<file path="config.mk">
export PLATFORM = sky130hd
export DESIGN_NAME = audrx_top
export DESIGN_NICKNAME = d
export VERILOG_FILES = /design/src/rtl/audrx_pkg.sv /design/src/rtl/audrx_sync.sv /design/src/rtl/audrx_lane.sv /design/src/rtl/audrx_framer.sv /design/src/rtl/audrx_pair.sv /design/src/rtl/audrx_top.sv
export SDC_FILE = /design/constraint.sdc
export NUM_CORES = 1
export LEC_CHECK = 0
export BUFFER_PORTS_ARGS = -buffer_cell sky130_fd_sc_hd__buf_2
export CAP_MARGIN = 10
export CORE_MARGIN = 2
export CORE_UTILIZATION = 55
export DETAILED_ROUTE_END_ITERATION = 10
export PLACE_DENSITY_LB_ADDON = 0.2
export RECOVER_POWER = 100
export REMOVE_ABC_BUFFERS = 1
export SKIP_CTS_REPAIR_TIMING = 1
export SYNTH_ARGS = -nofsm -noshare
export SYNTH_HDL_FRONTEND = slang
export SYNTH_SLANG_ARGS = --single-unit
export TNS_END_PERCENT = 5
</file>
<file path="constraint.sdc">
create_clock -name clk -period 5.55 [get_ports clk]
set_input_delay 0.555 -clock clk [delete_from_list [all_inputs] [get_ports clk]]
set_output_delay 0.555 -clock clk [all_outputs]
set_load 0.1 [all_outputs]
</file>
<file path="src/rtl/audrx_pkg.sv">
package audrx_pkg;

  typedef enum logic [1:0] {
    FRM_RJ  = 2'd0,
    FRM_LJ  = 2'd1,
    FRM_I2S = 2'd2
  } frm_e;

  typedef struct packed {
    frm_e       frm;
    logic [4:0] len;
  } slot_cfg_t;

  // Single-pin mode: {i2s, iw1, iw0}
  function automatic slot_cfg_t decode_code(input logic [2:0] code);
    slot_cfg_t c;
    case (code)
      3'b000:  begin c.frm = FRM_RJ;  c.len = 5'd16; end
      3'b001:  begin c.frm = FRM_RJ;  c.len = 5'd20; end
      3'b010:  begin c.frm = FRM_RJ;  c.len = 5'd24; end
      3'b011:  begin c.frm = FRM_LJ;  c.len = 5'd24; end
      3'b100:  begin c.frm = FRM_I2S; c.len = 5'd16; end
      3'b101:  begin c.frm = FRM_I2S; c.len = 5'd24; end
      3'b110:  begin c.frm = FRM_I2S; c.len = 5'd20; end
      default: begin c.frm = FRM_LJ;  c.len = 5'd20; end
    endcase
    return c;
  endfunction

  function automatic slot_cfg_t decode_dual(input logic lj, input logic w24);
    slot_cfg_t c;
    c.frm = lj ? FRM_LJ : FRM_RJ;
    c.len = w24 ? 5'd24 : 5'd20;
    return c;
  endfunction

endpackage

</file>
<file path="src/rtl/audrx_sync.sv">
module audrx_sync #(
  parameter int STAGES = 2,
  parameter int NDATA  = 3
) (
  input  logic             clk,
  input  logic             rst,
  input  logic             bclk_raw,
  input  logic [NDATA-1:0] data_raw,
  output logic [NDATA-1:0] data_s,
  output logic             bclk_rise
);
  localparam int PW = NDATA + 1;

  logic [PW-1:0] pipe [STAGES];
  logic          bclk_last;

  genvar g;
  generate
    for (g = 0; g < STAGES; g++) begin : g_stage
      if (g == 0) begin : g_first
        always_ff @(posedge clk) begin
          if (rst) pipe[0] <= '0;
          else     pipe[0] <= {bclk_raw, data_raw};
        end
      end else begin : g_next
        always_ff @(posedge clk) begin
          if (rst) pipe[g] <= '0;
          else     pipe[g] <= pipe[g-1];
        end
      end
    end
  endgenerate

  always_ff @(posedge clk) begin
    if (rst) bclk_last <= 1'b0;
    else     bclk_last <= pipe[STAGES-1][PW-1];
  end

  assign data_s    = pipe[STAGES-1][NDATA-1:0];
  assign bclk_rise = pipe[STAGES-1][PW-1] & ~bclk_last;

endmodule

</file>
<file path="src/rtl/audrx_lane.sv">
module audrx_lane #(
  parameter int DEPTH = 25
) (
  input  logic             clk,
  input  logic             rst,
  input  logic             shift_en,
  input  logic             bit_in,
  output logic [DEPTH-1:0] shreg
);
  always_ff @(posedge clk) begin
    if (rst)           shreg <= '0;
    else if (shift_en) shreg <= {shreg[DEPTH-2:0], bit_in};
  end
endmodule

</file>
<file path="src/rtl/audrx_framer.sv">
module audrx_framer
  import audrx_pkg::*;
#(
  parameter int CNT_W = 6,
  parameter int LEN_W = 5
) (
  input  logic             clk,
  input  logic             rst,
  input  logic             rise,
  input  logic             lr,
  input  logic             dual_en,
  input  logic [2:0]       fmt_code,
  input  logic             lr_swap,
  input  logic             dual_lj,
  input  logic             dual_w24,
  output logic             cap_l,
  output logic             cap_r,
  output logic             cap_skip,
  output logic [LEN_W-1:0] cap_len,
  output logic             cap_dual
);
  localparam logic [CNT_W-1:0] CNT_MAX = {CNT_W{1'b1}};

  slot_cfg_t        cfg;
  logic             lr_prev, primed;
  logic [CNT_W-1:0] cnt, kcur, cnt_nxt, target, len_c;
  logic             is_left, chg, ref_edge, rj, hit, slot_left;

  always_comb begin
    cfg      = dual_en ? decode_dual(dual_lj, dual_w24) : decode_code(fmt_code);
    is_left  = lr ^ lr_swap;
    chg      = lr ^ lr_prev;
    ref_edge = chg & (~dual_en | (dual_lj ? ~is_left : is_left));
    kcur     = ref_edge ? '0 : cnt;
    cnt_nxt  = (kcur == CNT_MAX) ? kcur : kcur + CNT_W'(1);
    len_c    = CNT_W'(cfg.len);
    target   = len_c - CNT_W'(1) + ((cfg.frm == FRM_I2S) ? CNT_W'(1) : '0);
    rj       = (cfg.frm == FRM_RJ);
    hit      = rj ? (ref_edge & primed & (cnt >= len_c))
                  : ((primed | ref_edge) & (kcur == target));
    slot_left = rj ? ~is_left : is_left;
  end

  always_ff @(posedge clk) begin
    if (rst) begin
      lr_prev  <= 1'b0;
      primed   <= 1'b0;
      cnt      <= '0;
      cap_l    <= 1'b0;
      cap_r    <= 1'b0;
      cap_skip <= 1'b0;
      cap_len  <= '0;
      cap_dual <= 1'b0;
    end else begin
      cap_l <= 1'b0;
      cap_r <= 1'b0;
      if (rise) begin
        lr_prev <= lr;
        cnt     <= cnt_nxt;
        if (ref_edge) primed <= 1'b1;
        cap_l    <= hit & (dual_en | slot_left);
        cap_r    <= hit & (dual_en | ~slot_left);
        cap_skip <= rj;
        cap_len  <= LEN_W'(cfg.len);
        cap_dual <= dual_en;
      end
    end
  end

  p_cap_on_rise_r1: assert property (@(posedge clk) disable iff (rst)
    (cap_l || cap_r) |-> $past(rise));

  p_one_chan_r6: assert property (@(posedge clk) disable iff (rst)
    !cap_dual |-> !(cap_l && cap_r));

endmodule

</file>
<file path="src/rtl/audrx_pair.sv">
module audrx_pair #(
  parameter int OUT_W = 24,
  parameter int LEN_W = 5,
  parameter int DEPTH = 25
) (
  input  logic             clk,
  input  logic             rst,
  input  logic             cap_l,
  input  logic             cap_r,
  input  logic             cap_skip,
  input  logic [LEN_W-1:0] cap_len,
  input  logic             cap_dual,
  input  logic [DEPTH-1:0] lane0,
  input  logic [DEPTH-1:0] lane1,
  output logic [OUT_W-1:0] left_out,
  output logic [OUT_W-1:0] right_out,
  output logic             pair_valid
);
  function automatic logic [OUT_W-1:0] sext(input logic [DEPTH-1:0] sh,
                                            input logic skip,
                                            input logic [LEN_W-1:0] len);
    logic [DEPTH-1:0] v;
    logic [OUT_W-1:0] r;
    v = skip ? (sh >> 1) : sh;
    r = '0;
    if (len != '0) begin
      for (int i = 0; i < OUT_W; i++)
        r[i] = (i < int'(len)) ? v[i] : v[int'(len) - 1];
    end
    return r;
  endfunction

  logic [OUT_W-1:0] w0, w1, hold_l;
  logic             left_ok;
  logic [LEN_W-1:0] out_len;

  always_comb begin
    w0 = sext(lane0, cap_skip, cap_len);
    w1 = sext(lane1, cap_skip, cap_len);
  end

  always_ff @(posedge clk) begin
    if (rst) begin
      left_out   <= '0;
      right_out  <= '0;
      pair_valid <= 1'b0;
      hold_l     <= '0;
      left_ok    <= 1'b0;
      out_len    <= '0;
    end else begin
      pair_valid <= 1'b0;
      if (cap_dual) begin
        if (cap_l && cap_r) begin
          left_out   <= w0;
          right_out  <= w1;
          pair_valid <= 1'b1;
          out_len    <= cap_len;
        end
      end else if (cap_l) begin
        hold_l  <= w0;
        left_ok <= 1'b1;
      end else if (cap_r && left_ok) begin
        left_out   <= hold_l;
        right_out  <= w0;
        pair_valid <= 1'b1;
        left_ok    <= 1'b0;
        out_len    <= cap_len;
      end
    end
  end

  logic [OUT_W-1:0] hi_mask;
  always_comb begin
    for (int i = 0; i < OUT_W; i++) hi_mask[i] = (i >= int'(out_len));
  end

  p_valid_pulse_r7: assert property (@(posedge clk) disable iff (rst)
    pair_valid |=> !pair_valid);

  p_sext_r8: assert property (@(posedge clk) disable iff (rst)
    (pair_valid && out_len != '0) |->
      ((right_out & hi_mask) == (right_out[out_len - 1'b1] ? hi_mask : '0)));

  p_reset_r12: assert property (@(posedge clk)
    rst |=> (!pair_valid && left_out == '0 && right_out == '0));

endmodule

</file>
<file path="src/rtl/audrx_top.sv">
module audrx_top #(
  parameter int OUT_W       = 24,
  parameter int SYNC_STAGES = 2,
  parameter int CNT_W       = 6
) (
  input  logic             clk,
  input  logic             rst,
  input  logic             bclk_in,
  input  logic             lrclk_in,
  input  logic             sdata_in,
  input  logic             sdata2_in,
  input  logic             dual_en,
  input  logic [2:0]       fmt_code,
  input  logic             lr_swap,
  input  logic             dual_lj,
  input  logic             dual_w24,
  output logic [OUT_W-1:0] left_out,
  output logic [OUT_W-1:0] right_out,
  output logic             pair_valid
);
  localparam int LANES = 2;
  localparam int DEPTH = OUT_W + 1;
  localparam int LEN_W = $clog2(OUT_W + 1);

  logic [LANES:0]   raw_lines, sync_lines;
  logic             rise;
  logic [DEPTH-1:0] lane_sh [LANES];
  logic             cap_l, cap_r, cap_skip, cap_dual;
  logic [LEN_W-1:0] cap_len;

  assign raw_lines = {lrclk_in, sdata2_in, sdata_in};

  audrx_sync #(.STAGES(SYNC_STAGES), .NDATA(LANES + 1)) u_sync (
    .clk(clk), .rst(rst), .bclk_raw(bclk_in), .data_raw(raw_lines),
    .data_s(sync_lines), .bclk_rise(rise)
  );

  genvar g;
  generate
    for (g = 0; g < LANES; g++) begin : g_lane
      audrx_lane #(.DEPTH(DEPTH)) u_lane (
        .clk(clk), .rst(rst), .shift_en(rise), .bit_in(sync_lines[g]),
        .shreg(lane_sh[g])
      );
    end
  endgenerate

  audrx_framer #(.CNT_W(CNT_W), .LEN_W(LEN_W)) u_framer (
    .clk(clk), .rst(rst), .rise(rise), .lr(sync_lines[LANES]),
    .dual_en(dual_en), .fmt_code(fmt_code), .lr_swap(lr_swap),
    .dual_lj(dual_lj), .dual_w24(dual_w24),
    .cap_l(cap_l), .cap_r(cap_r), .cap_skip(cap_skip),
    .cap_len(cap_len), .cap_dual(cap_dual)
  );

  audrx_pair #(.OUT_W(OUT_W), .LEN_W(LEN_W), .DEPTH(DEPTH)) u_pair (
    .clk(clk), .rst(rst), .cap_l(cap_l), .cap_r(cap_r), .cap_skip(cap_skip),
    .cap_len(cap_len), .cap_dual(cap_dual), .lane0(lane_sh[0]),
    .lane1(lane_sh[1]), .left_out(left_out), .right_out(right_out),
    .pair_valid(pair_valid)
  );

endmodule

</file>
# ---- After elaboration in Yosys (flattened, before gate mapping)
# Memory sizes are Yosys's and may differ from the RTL's.
# Cells that the tools add are included.
dict set report op_classes {
  muxes 87
  n_eq_ne 11
  n_bitwise 21
  n_lt_le_gt_ge 26
  n_reduce_logical 12
  add_sub_neg 4
}
# operator count
set op_table {}
lappend op_table {{24-bit 2-to-1 mux} 10}
lappend op_table {{1-bit 2-to-1 mux} 66}
lappend op_table {{25-bit 2-to-1 mux} 2}
lappend op_table {{7-bit case mux with 7 select lines} 1}
lappend op_table {{4-bit by 5-bit less-than comparator with 1-bit output (first input constant)} 8}
lappend op_table {{5-bit less-than comparator (first input constant)} 8}
lappend op_table {{32-bit by 7-bit less-than comparator with 1-bit output (second input constant)} 1}
lappend op_table {{3-bit by 5-bit less-than comparator with 1-bit output (first input constant)} 4}
lappend op_table {{4-bit 2-to-1 mux} 3}
lappend op_table {{6-bit 2-to-1 mux} 2}
lappend op_table {{5-bit by 1-bit subtractor with 6-bit output (second input constant)} 2}
lappend op_table {{1-bit binary-select mux with 5-bit select} 2}
lappend op_table {{1-bit by 5-bit less-than comparator with 1-bit output (first input constant)} 2}
lappend op_table {{2-bit by 5-bit less-than comparator with 1-bit output (first input constant)} 2}
lappend op_table {{3-bit == test (second input constant)} 3}
lappend op_table {{1-bit bitwise AND} 7}
lappend op_table {{7-bit 2-to-1 mux} 1}
lappend op_table {{6-bit by 1-bit adder with 6-bit output (second input constant)} 1}
lappend op_table {{6-bit adder} 1}
lappend op_table {{3-bit by 2-bit == test with 1-bit output (second input constant)} 2}
lappend op_table {{6-bit == test} 1}
lappend op_table {{6-bit == test (second input constant)} 1}
lappend op_table {{6-bit by 5-bit greater-or-equal comparator with 1-bit output} 1}
lappend op_table {{1-bit NOT} 6}
lappend op_table {{14 further kinds} 24}
dict set report word_totals {
  ram_bits 8
  regBits 142
  mem_count 1
  elab_cells 178
  out_inout_bits 49
}
# name depth word_bits read_ports rd_ports_with_merged_regs write_ports line
set mem_list {}
lappend mem_list {u_sync.pipe 2 4 2 0 2 audrx_sync.sv:14} ;# logic [PW-1:0] pipe [STAGES];

# ---- Longest topological paths before layout
# An unclocked memory read counts as a cell.
dict set report logic_depth {
  ltp_word 11
  ltp_mapped 12
  ltp_nobuf 10
}

# ---- Hierarchy
# Synthesis repeated with hierarchy kept, for this count alone.
dict set report hier_totals {
  hier_cells 819
  hier_area_um2 7823.8
}
# module area_per_inst_um2 seq_area_each_um2 cells_per_inst n_inst
set modules_own_cells {}
lappend modules_own_cells {audrx_pair 4729.5 1481.4 520 1}
lappend modules_own_cells {audrx_lane 909.6 500.5 81 2}
lappend modules_own_cells {audrx_framer 1009.7 300.3 115 1}
lappend modules_own_cells {audrx_sync 265.3 180.2 22 1}

# ---- Worst setup path before layout
# OpenSTA, ideal clock, no wires.
dict set report synth_path {
  path_kind {flip-flop to flip-flop}
  from {register u_framer.cap_len[2]}
  to {register u_pair.left_out[15]}
  synth_period_minus_slack_ps 2914
  path_slack_ps 2636
  setup_ps 118
  stages_incl_launch_ff 12
  required_time_ps 5432
  t_arrival_ps 2797
  cell_sequence {dfxtp_1 > clkbuf_8 > clkinv_1 > ha_1 > buf_6 > mux2_4 > and3_4 > o41ai_4 > nand2_4 > buf_6 > a221o_1 > a22o_1}
}
dict set report synth_via {
  elab_chain_cells 8
  word_cells_on_any_way 10
}
# element line
set synth_lines {}
lappend synth_lines {{from (decl)} audrx_framer.sv:19} ;# output logic [LEN_W-1:0] cap_len,
lappend synth_lines {{from (signal assigned)} audrx_framer.sv:64} ;# cap_len <= LEN_W'(cfg.len);
lappend synth_lines {{5-bit by 1-bit subtractor with 6-bit output} audrx_pair.sv:28} ;# r[i] = (i < int'(len)) ? v[i] : v[int'(len) - 1];
lappend synth_lines {{1-bit binary-select mux with 5-bit select} audrx_pair.sv:28}
lappend synth_lines {{1-bit 2-to-1 mux (not written as such) (2 in series)} audrx_pair.sv:28}
lappend synth_lines {{1-bit 2-to-1 mux} audrx_pair.sv:28}
lappend synth_lines {{24-bit 2-to-1 mux *} audrx_pair.sv:26} ;# if (len != '0) begin
lappend synth_lines {{24-bit 2-to-1 mux *} audrx_pair.sv:53} ;# if (cap_l && cap_r) begin
lappend synth_lines {{24-bit 2-to-1 mux *} audrx_pair.sv:52} ;# if (cap_dual) begin
lappend synth_lines {{to (signal assigned)} audrx_pair.sv:54} ;# left_out <= w0;
lappend synth_lines {{to (signal assigned)} audrx_pair.sv:63} ;# left_out <= hold_l;
lappend synth_lines {{to (decl)} audrx_pair.sv:15} ;# output logic [OUT_W-1:0] left_out,
# Every way passes the cells marked *; elsewhere a longest branch is shown, timed or not. The select of a mux whose other input is x is not followed.
# A chain may end at the register's enable or synchronous reset.

# ---- Worst setup path after layout
dict set report layout_path {
  from {register u_framer.cap_len[2]}
  to {register u_pair.left_out[10]}
}
# The elaborated chain is that of the path after synthesis.

==> results_dict.tcl <==
set metrics [dict create \
    status "finished, violations left" \
    violations "capacitance limit, slew limit" \
    period_share_pct 68.5 \
    die_w_um 116 \
    antenna_found_initial 0 \
    worstHoldPathType "primary input to flip-flop" \
    finalSetupViolCount 0 \
    wl_um 18900 \
    nNetsFinal 882 \
    critPathSlowestCell "o21ai_0" \
    crit_path_max_incr_delay_ns 0.55 \
    clock_path_buffers 2 \
    cp-start-kind "flip-flop" \
    ys_ff_latch 148 \
    hold_viol 0 \
    yosys_warnings 0 \
    worst_ep_required_time_ns 5.73 \
    max_freq_mhz 263 \
    power_leakage_nw 2.71 \
    final_cells 1044 \
    rsz0062_at_grt "false" \
    die_area_mm2 0.0134 \
    seq_area_mm2 0.00296 \
    start_util_pct 56.6 \
    place_hpwl_um 12200 \
    netlist-cell-type-count 60 \
    cts_max_level 4 \
    std_cell_rows 40 \
    firstDrtPassIters 5 \
    grt_max_degree 66 \
    root_buffer "clkbuf_16" \
    placed_cell_area_mm2 0.00718 \
    ant_nets 0 \
    yosysSeqAreaShare_pct 43.2 \
    synth_top_area_share_pct 43.2 \
    synth_area_mm2 0.00685 \
    cts.sinks 148 \
    routed-via-count 6404 \
    io_buffer_count 61 \
    drc_errors 0 \
    finClkSkew_ns 0.00957 \
    powerDensity_mw_per_mm2 316 \
    design_area_mm2 0.00773 \
    multi_input_area_mm2 0.00358 \
    max-slew-margin-rel_pct -92.9 \
    ys_top_cells_by_area "dfxtp_1 (43%), nand2_1 (9.2%), a21oi_1 (7.3%)" \
    ys.flop_type "dfxtp_1" \
    path_cells "clkinv_1 > ha_1 > mux2_1 > and3_1 > o41ai_4 > nand2_1 > o21ai_0 > o22ai_1" \
    crit_fanout 12 \
    fin_tns_setup_ns 0 \
    wire_per_inst_um 18.1 \
    fill_cells 1083 \
    grt_first_pass_wirelength_um 30400 \
    vdd_ir_drop_max_v 0.000249 \
    io_pins 62 \
    synth_edf_count 0 \
    viasPerCell 6.13 \
    dieHeight_um 116 \
    drt_iter0_drc 589 \
    cts_buffers 17 \
    grt-ovfl-total 0 \
    fp.coreArea_mm2 0.0121 \
    slew_viol_final 128 \
    synth_top_area_cell "dfxtp_1" \
    clk_pin_slew_ns 0.06 \
    synthArstFlopShare_pct 0 \
    n_antenna_cell 0 \
    syn-mean-instance-area_um2 8.19 \
    insertion_delay_ns 0.43 \
    drive_gt1_share_pct 8.56 \
    syn_inst 837 \
    path_class "flip-flop to flip-flop" \
    crit_path_end_kind "flip-flop" \
    syn2layout_area_growth_pct 12.8 \
    final_common_cell "nand2_1" \
    drv_cap 2 \
    grtUsageTotal_pct 28.9 \
    max_slew.worst_pin.slew_ns 2.89 \
    worstPathArrival_ns 3.97 \
    final_cell_mix "nand2_1 (169), dfxtp_1 (147), a21oi_1 (100)" \
    period_needed_ns 3.80 \
    placed_cells 1012 \
    place_congestion 0.912 \
    cts_tree "built" \
    grt_pass1_vias 6094 \
]
## Yosys cell counts (3+ instances only)
library cell and instances:
a211oi_1 27, a21oi_1 100, a221o_1 4, a221oi_1 3, a22oi_1 4, a311oi_1 4, a31oi_1 10, a32oi_1 3
and3_1 22, buf_1 5, buf_2 4, buf_6 3, clkbuf_1 49, dfxtp_1 148, ha_1 6, inv_1 8
mux2_2 17, mux2i_1 18, nand2_1 168, nand2b_1 7, nand3_1 11, nand4_1 3, nor2_1 46, nor2b_1 31
nor3_1 10, nor3b_1 3, o211ai_1 6, o21ai_0 35, o22ai_1 17, o311ai_0 11, o31ai_1 14, or3_1 3
xor2_1 3
## layout make-up
class / count / area share (%)
Multi-Input combinational cell: 617 / 46.3
Sequential cell: 148 / 38.4
Clock buffer: 24 / 6.36
Timing Repair Buffer: 70 / 3.97
Tap cell: 168 / 2.72
Clock inverter: 8 / 1.89
Inverter: 9 / 0.437
## final timing paths
kind | slack (ns) | end | start | cells past startpoint
setup / recovery | 1.75 | u_pair.left_out[10] | u_framer.cap_len[2] | 8
hold / removal | 0.34 | u_sync.pipe[0][1] | sdata2_in | 2
setup reg to reg | 1.75 | u_pair.left_out[10] | u_framer.cap_len[2] | 8
hold reg to reg | 0.44 | u_sync.pipe[1][3] | u_sync.pipe[0][3] | 1
## cells by family after synthesis
group | after synthesis | share of synthesized area, %
AOI/OAI and AO/OA | 251 | 22.9
buffers and inverters | 72 | 4.55
muxes | 37 | 5.97
xor gates and xnor gates | 6 | 0.968
DFF | 148 | 43.2
and+or+nand+nor | 317 | 21.3
adders and majority gates | 6 | 1.10
## registers in the layout (all words and copies together), names as in the netlist
name and flops:
u_framer.lr_prev 1, u_pair.hold_l 24, u_framer.cap_len 3, g_lane.u_lane.shreg 50
u_framer.cap_dual 1, u_pair.left_out 24, u_sync.pipe 8, u_sync.bclk_last 1
u_framer.cap_skip 1, u_pair.left_ok 1, u_framer.cap_r 1, u_pair.right_out 24
u_framer.cap_l 1, u_framer.primed 1, u_pair.pair_valid 1, u_framer.cnt 6
## report_power, final
group	internal [mW]	total (mW)	switching (mW)	leakage [nW]
clock network	0.800	1.25	0.445	0.310
registers	1.07	1.08	0.00932	1.19
logic	0.0336	0.121	0.0871	1.20
## stage by stage
step           hold slack (ns)  setup WS (ns)  total power, mW  util [%]
6_report                 0.337           1.75             2.44      63.8
5_1_grt                  0.342           1.54             2.51      63.8
4_1_cts                  0.327           2.10             2.45      64.6
3_5_place_dp             0.428           2.11             1.22      59.3
3_3_place_gp             0.416           2.27             1.21      59.3
2_1_floorplan            0.411           2.17             1.17         -
## critical path, delay by kind of cell (launching register included)
family,cells,cell delay (ns)
DFF,1,0.48
and+or+nand+nor,2,0.63
muxes,1,0.37
AOI/OAI and AO/OA,3,1.23
adders and majority gates,1,0.52
buffers and inverters,1,0.31
## metal layers
metal | global-route usage, % | share of wire (%) | up-vias
met4 | 9.76 | 2.2 | 0
met5 | 0 | 0 | -
met3 | 6.85 | 6.9 | 41
met2 | 48.4 | 49 | 256
met1 | 36.8 | 42 | 3060
li1 | - | - | 3047
Power figures use the tool's default switching activity.
